<file path="config.mk">
export PLATFORM = sky130hd
export DESIGN_NAME = qflt_encoder
export DESIGN_NICKNAME = d
export VERILOG_FILES = /design/src/rtl/qfe_pkg.sv /design/src/rtl/qfe_round_split.sv /design/src/rtl/qfe_exp_map.sv /design/src/rtl/qfe_pack.sv /design/src/rtl/qflt_encoder.sv
export SDC_FILE = /design/constraint.sdc
export NUM_CORES = 1
export LEC_CHECK = 0
export BUFFER_PORTS_ARGS = -buffer_cell sky130_fd_sc_hd__buf_4
export CAP_MARGIN = 0
export CORE_MARGIN = 2
export CORE_UTILIZATION = 45
export DETAILED_ROUTE_END_ITERATION = 8
export PLACE_DENSITY = 0.93
export SYNTH_ARGS = -nofsm -noshare
export SYNTH_HDL_FRONTEND = slang
export SYNTH_SLANG_ARGS = --single-unit
</file>
<file path="constraint.sdc">
create_clock -name clk -period 1.15 [get_ports clk]
set_clock_uncertainty 0.2 [all_clocks]
set_input_delay 0.115 -clock clk [delete_from_list [all_inputs] [get_ports clk]]
set_output_delay 0.115 -clock clk [all_outputs]
set_load 0.01 [all_outputs]
</file>
<file path="src/rtl/qfe_pkg.sv">
package qfe_pkg;

   localparam int F32_W       = 32;
   localparam int F32_EXP_W   = 8;
   localparam int F32_FRAC_W  = 23;
   localparam int F32_SIGN_IX = 31;

   typedef struct packed {
      logic                  sign;
      logic [F32_EXP_W-1:0]  exp;
      logic [F32_FRAC_W-1:0] frac;
   } f32_bits_t;

endpackage

</file>
<file path="src/rtl/qfe_round_split.sv">
module qfe_round_split
   import qfe_pkg::*;
#(
   parameter int DIG_W = 8
) (
   input  logic [F32_W-1:0]     pattern,
   output logic [F32_EXP_W-1:0] raw_exp,
   output logic [DIG_W-1:0]     digits,
   output logic                 sign
);

   f32_bits_t rounded;
   logic      unused_rounded;

   generate
      if (DIG_W < F32_FRAC_W) begin : g_round
         localparam logic [F32_W-1:0] HALF_LSB = F32_W'(1) << (F32_FRAC_W - 1 - DIG_W);
         assign rounded = pattern + HALF_LSB;
      end else begin : g_exact
         assign rounded = pattern;
      end
   endgenerate

   assign raw_exp        = rounded.exp;
   assign digits         = rounded.frac[F32_FRAC_W-1 -: DIG_W];
   assign sign           = rounded.sign;
   assign unused_rounded = ^rounded;

endmodule

</file>
<file path="src/rtl/qfe_exp_map.sv">
module qfe_exp_map
   import qfe_pkg::*;
#(
   parameter int EXP_W   = 5,
   parameter int EXP_OFS = 112
) (
   input  logic [F32_EXP_W-1:0] raw_exp,
   output logic [EXP_W-1:0]     stored_exp
);

   localparam int DIFF_W   = F32_EXP_W + 2;
   localparam int MAX_CODE = (1 << EXP_W) - 1;

   logic signed [DIFF_W-1:0] diff;

   always_comb begin
      diff = $signed({2'b00, raw_exp}) - $signed(DIFF_W'(EXP_OFS));
      if (raw_exp == '0) begin
         stored_exp = '0;
      end else if (diff <= 0) begin
         stored_exp = '0;
      end else if (diff > $signed(DIFF_W'(MAX_CODE))) begin
         stored_exp = EXP_W'(MAX_CODE);
      end else begin
         stored_exp = diff[EXP_W-1:0];
      end
   end

endmodule

</file>
<file path="src/rtl/qfe_pack.sv">
module qfe_pack #(
   parameter int DIG_W   = 8,
   parameter int EXP_W   = 5,
   parameter bit SIGNED  = 1'b1,
   parameter int WORD_W  = 32,
   parameter int EXP_POS = 20,
   parameter int DIG_POS = 4,
   localparam int FLD_W  = DIG_W + (SIGNED ? 1 : 0)
) (
   input  logic [EXP_W-1:0]  stored_exp,
   input  logic [DIG_W-1:0]  digits,
   input  logic              sign,
   output logic [WORD_W-1:0] word
);

   logic [FLD_W-1:0] field_raw;
   logic [FLD_W-1:0] field;

   generate
      if (SIGNED) begin : g_signed
         assign field_raw = {sign, digits};
      end else begin : g_unsigned
         logic unused_sign;
         assign unused_sign = sign;
         assign field_raw   = digits;
      end
   endgenerate

   assign field = (stored_exp == '0) ? '0 : field_raw;

   assign word = (WORD_W'(stored_exp) << EXP_POS) | (WORD_W'(field) << DIG_POS);

endmodule

</file>
<file path="src/rtl/qflt_encoder.sv">
module qflt_encoder
   import qfe_pkg::*;
#(
   parameter int DIG_W   = 8,
   parameter int EXP_W   = 5,
   parameter int EXP_OFS = 112,
   parameter bit SIGNED  = 1'b1,
   parameter int WORD_W  = 32,
   parameter int EXP_POS = 20,
   parameter int DIG_POS = 4
) (
   input  logic              clk,
   input  logic              rst_n,
   input  logic              in_valid,
   input  logic [F32_W-1:0]  in_float,
   output logic              out_valid,
   output logic [WORD_W-1:0] packed_word,
   output logic [WORD_W-1:0] mask
);

   localparam int FLD_W = DIG_W + (SIGNED ? 1 : 0);
   localparam logic [WORD_W-1:0] EXP_MASK = WORD_W'((1 << EXP_W) - 1) << EXP_POS;
   localparam logic [WORD_W-1:0] DIG_MASK = WORD_W'((1 << FLD_W) - 1) << DIG_POS;
   localparam logic [WORD_W-1:0] FLD_MASK = EXP_MASK | DIG_MASK;

   generate
      if (DIG_W < 1 || DIG_W > F32_FRAC_W) begin : g_bad_dig
         $error("qflt_encoder: DIG_W must lie in 1..23");
      end
      if (EXP_W < 1 || EXP_W > F32_EXP_W) begin : g_bad_exp
         $error("qflt_encoder: EXP_W must lie in 1..8");
      end
      if (EXP_OFS < 0 || EXP_OFS > 255) begin : g_bad_ofs
         $error("qflt_encoder: EXP_OFS must lie in 0..255");
      end
      if (EXP_POS < 0 || EXP_POS + EXP_W > WORD_W ||
          DIG_POS < 0 || DIG_POS + FLD_W > WORD_W) begin : g_bad_fit
         $error("qflt_encoder: a field does not fit in the word");
      end
      if ((EXP_MASK & DIG_MASK) != '0) begin : g_overlap
         $error("qflt_encoder: exponent and digit fields overlap");
      end
   endgenerate

   logic [F32_EXP_W-1:0] raw_exp;
   logic [DIG_W-1:0]     digits;
   logic                 sign;
   logic [EXP_W-1:0]     stored_exp;
   logic [WORD_W-1:0]    word_nxt;

   qfe_round_split #(.DIG_W(DIG_W)) u_split (
      .pattern (in_float),
      .raw_exp (raw_exp),
      .digits  (digits),
      .sign    (sign)
   );

   qfe_exp_map #(.EXP_W(EXP_W), .EXP_OFS(EXP_OFS)) u_exp (
      .raw_exp    (raw_exp),
      .stored_exp (stored_exp)
   );

   qfe_pack #(
      .DIG_W(DIG_W), .EXP_W(EXP_W), .SIGNED(SIGNED),
      .WORD_W(WORD_W), .EXP_POS(EXP_POS), .DIG_POS(DIG_POS)
   ) u_pack (
      .stored_exp (stored_exp),
      .digits     (digits),
      .sign       (sign),
      .word       (word_nxt)
   );

   always_ff @(posedge clk or negedge rst_n) begin
      if (!rst_n) begin
         out_valid   <= 1'b0;
         packed_word <= '0;
         mask        <= '0;
      end else begin
         out_valid <= in_valid;
         mask      <= in_valid ? FLD_MASK : '0;
         if (in_valid) begin
            packed_word <= word_nxt;
         end
      end
   end

endmodule

</file>
==> metrics.txt <==
outcome=finished, violations left; failing checks=setup timing; CP max FO=11; design area=about 2600 um2; Post-Syn Instances=between 200 and 250; Mapped Avg Cell Area=roughly 8.6 um2; register area=~380 um2; clk buf depth=2; Psw=a little over 0.6 mW; peak supply drop=about 0.00038 V; Tightest Pin Transition=between 500 and 600 ps; CTS tree=built; IO Pins=100; antenna violations before repair=0; FF-to-FF path depth=2; antenna viol nets, final=0; vias in the first global route=1657; die area=roughly 4400 um2; Final Hold Vio Count=0; global-route wire length before repair=~7.7 mm; P per Cell Area=a little over 700 nW/um2; Seq/Total Area, Yosys=0.217; core area=3690 um2; vias after detailed routing=~1800; Multi-input gate area=~1100 um2; Hold WS=approximately 52 ps; number of diodes=0; HP Class=input pin to flop; clock sinks=15; worst r2r src=packed_word[6]$_DFFE_PN0P_; CP startpoint=in_float[25]; total grt overflow=0; fin crit period=about 2400 ps; Initial Utilization=0.469; DR iter-0 viols=between 60 and 70; Routed WL=around 5.0 mm; Filler Cells Inserted=approximately 250; CTS root buffer=clkbuf_8; Final Max Slew Viols=0; largest net degree at the start of global routing=16; Residual DRC=0; RSZ-0062 raised after global routing=yes; Yosys warnings=0; port bufs=between 40 and 50; per-cell routed wire length=between 10 and 15 um; clock-pin slew on the worst setup and hold paths=around 60 ps; Gate power share=0.447; Die Wd=66.0 um; Internal Power=about 1.3 mW; gr usage total=0.233; Synth area leader=buf_4; Post-synth ARST share=1.00; crit path launch type=input pin; Die Y-Extent=~66 um; # nets final=between 300 and 400; worst setup margin=-1230 ps; most common flop cell mapped by yosys=dfrtp_1; Clk pwr share=0.225; Avg Vias per Cell=5.24; Synth Register Bits=15; MaxCap Viol Count=0; TNS Setup=-17500 ps; Slew headroom=0.623; final cycle utilization of the critical path=2.07; switch share=0.332; H-tree Lvls=1; Worst Path Required=roughly 1100 ps; EDFF count, synth=0; share of cells above drive strength 1=0.503; detailed placement HPWL=roughly 3.4 mm; Worst-Skew Late Latency=240 ps; hold path start=in_valid; CP Capture Type=flop; FP Rows=22; synth top area cells=buf_4 22%, dfrtp_1 22%, xor2_1 4.6%; library cells used by synthesis=47; CP arrival=around 2300 ps; area of the mapped netlist=between 1500 and 2000 um2; Synth top area share=0.221; Flop pwr share=0.328; synthesis-to-finish area growth=51.2%; critical path class=input pin to flop; gp weighted congestion=roughly 0.86; Peak Freq=around 420 MHz; final setup fails=29; drt pass-1 iters=4; DP Area=2270 um2; Leak=1.25 nW; CTS Buf Count=3; Hold Crit Depth=2
[timing repair]
action	4_1_cts	5_1_grt
endpoints found under the setup margin	29	29
resized for setup	38	8
hold endpoints to repair	15	0
pin swaps	20	8
hold buffers	1	0
buffers inserted	8	5
[power by group through the flow]
stage / sequential (mW) / clock, mW / combinational, mW
4_1_cts: 0.613 / 0.427 / 0.787
2_1_floorplan: 0.648 / 0 / 0.438
3_3_place_gp: 0.626 / 0 / 0.678
5_1_grt: 0.621 / 0.444 / 0.904
3_5_place_dp: 0.625 / 0 / 0.696
6_report: 0.614 / 0.422 / 0.836
[final cells by class]
| type | count | share of cell area |
|---|---|---|
| multi-input combinational | 146 | 0.438 |
| timing repair buffer | 106 | 0.350 |
| sequential | 15 | 0.144 |
| inverter | 19 | 0.0273 |
| tap | 48 | 0.0230 |
| clock buffer | 4 | 0.0172 |
[logic make-up after synthesis]
logic type / share of synthesized area
mux: 0.00651
fa+ha+maj: 0.0289
simple gates: 0.224
xor+xnor: 0.0854
other cells: 0.00217
flops: 0.217
buf+inv: 0.283
compound gates: 0.153
[worst max-delay path, cell delays in order]
cell and delay (ps):
buf_6 80, buf_6 80, nand4_1 150, nor4_4 330
xor2_2 110, buf_6 150, ha_4 150, and4_1 150
o22ai_2 150, o21ai_1 100, a211o_1 290, buf_12 160
o32ai_2 300
[per-stage QoR]
stage | util | worst slack (ps) | total power [mW] | cells
floorplan | - | -1410 | 1.09 | 237
CTS | 0.688 | -1150 | 1.83 | 334
finish | 0.709 | -1230 | 1.87 | 338
global placement | 0.615 | -1540 | 1.30 | 321
global route | 0.709 | -1310 | 1.97 | 338
detailed placement | 0.615 | -1580 | 1.32 | 321
[synth_stat cells, types with 2 or more instances]
| library cell | number |
|---|---|
| o22ai_1 | 7 |
| nand3_2 | 2 |
| o21ai_0 | 5 |
| and3_1 | 2 |
| buf_4 | 51 |
| nand4_1 | 7 |
| nor3_1 | 4 |
| or3_1 | 2 |
| and4_1 | 2 |
| nor4_1 | 3 |
| o31a_1 | 2 |
| o32ai_1 | 4 |
| ha_1 | 4 |
| buf_2 | 4 |
| nor4_4 | 2 |
| nand3_1 | 7 |
| xor2_1 | 9 |
| inv_1 | 18 |
| or3b_2 | 2 |
| and2_1 | 2 |
| nand2_1 | 5 |
| xnor2_1 | 6 |
| o32ai_2 | 4 |
| nor2_1 | 11 |
| dfrtp_1 | 15 |
[cells in the final DEF, fill, tap and decap left out, types with 6 or more instances in the layout]
master,synthesis,layout
nor2_1,11,11
xor2_1,9,9
inv_1,18,17
nand3_1,7,6
buf_6,1,28
o32ai_2,4,8
buf_4,51,76
conb_1,1,36
dfrtp_1,15,14
nand4_1,7,7
[worst paths after layout]
path,slack (ps),endpoint
max,-1230,packed_word[6]$_DFFE_PN0P_
min,50,mask[23]$_DFF_PN0_
max reg2reg,260,packed_word[6]$_DFFE_PN0P_
min reg2reg,330,packed_word[22]$_DFFE_PN0P_
max in group asynchronous,500,mask[23]$_DFF_PN0_
min in group asynchronous,60,packed_word[7]$_DFFE_PN0P_
[layer usage]
metal / vias up / routed length [um] / global-route usage / share of wire
li1: 800 / - / - / -
met1: 843 / 1800 / 0.269 / 0.36
met2: 111 / 2550 / 0.405 / 0.51
met3: 18 / 458 / 0.0579 / 0.092
met4: 0 / 176 / 0.0995 / 0.035
met5: - / 0 / 0 / 0
[registers in the layout, indices dropped and copies added, names as in the netlist]
name         flops
packed_word     14
mask             1
No activity file was read; power rests on OpenSTA's default activity.
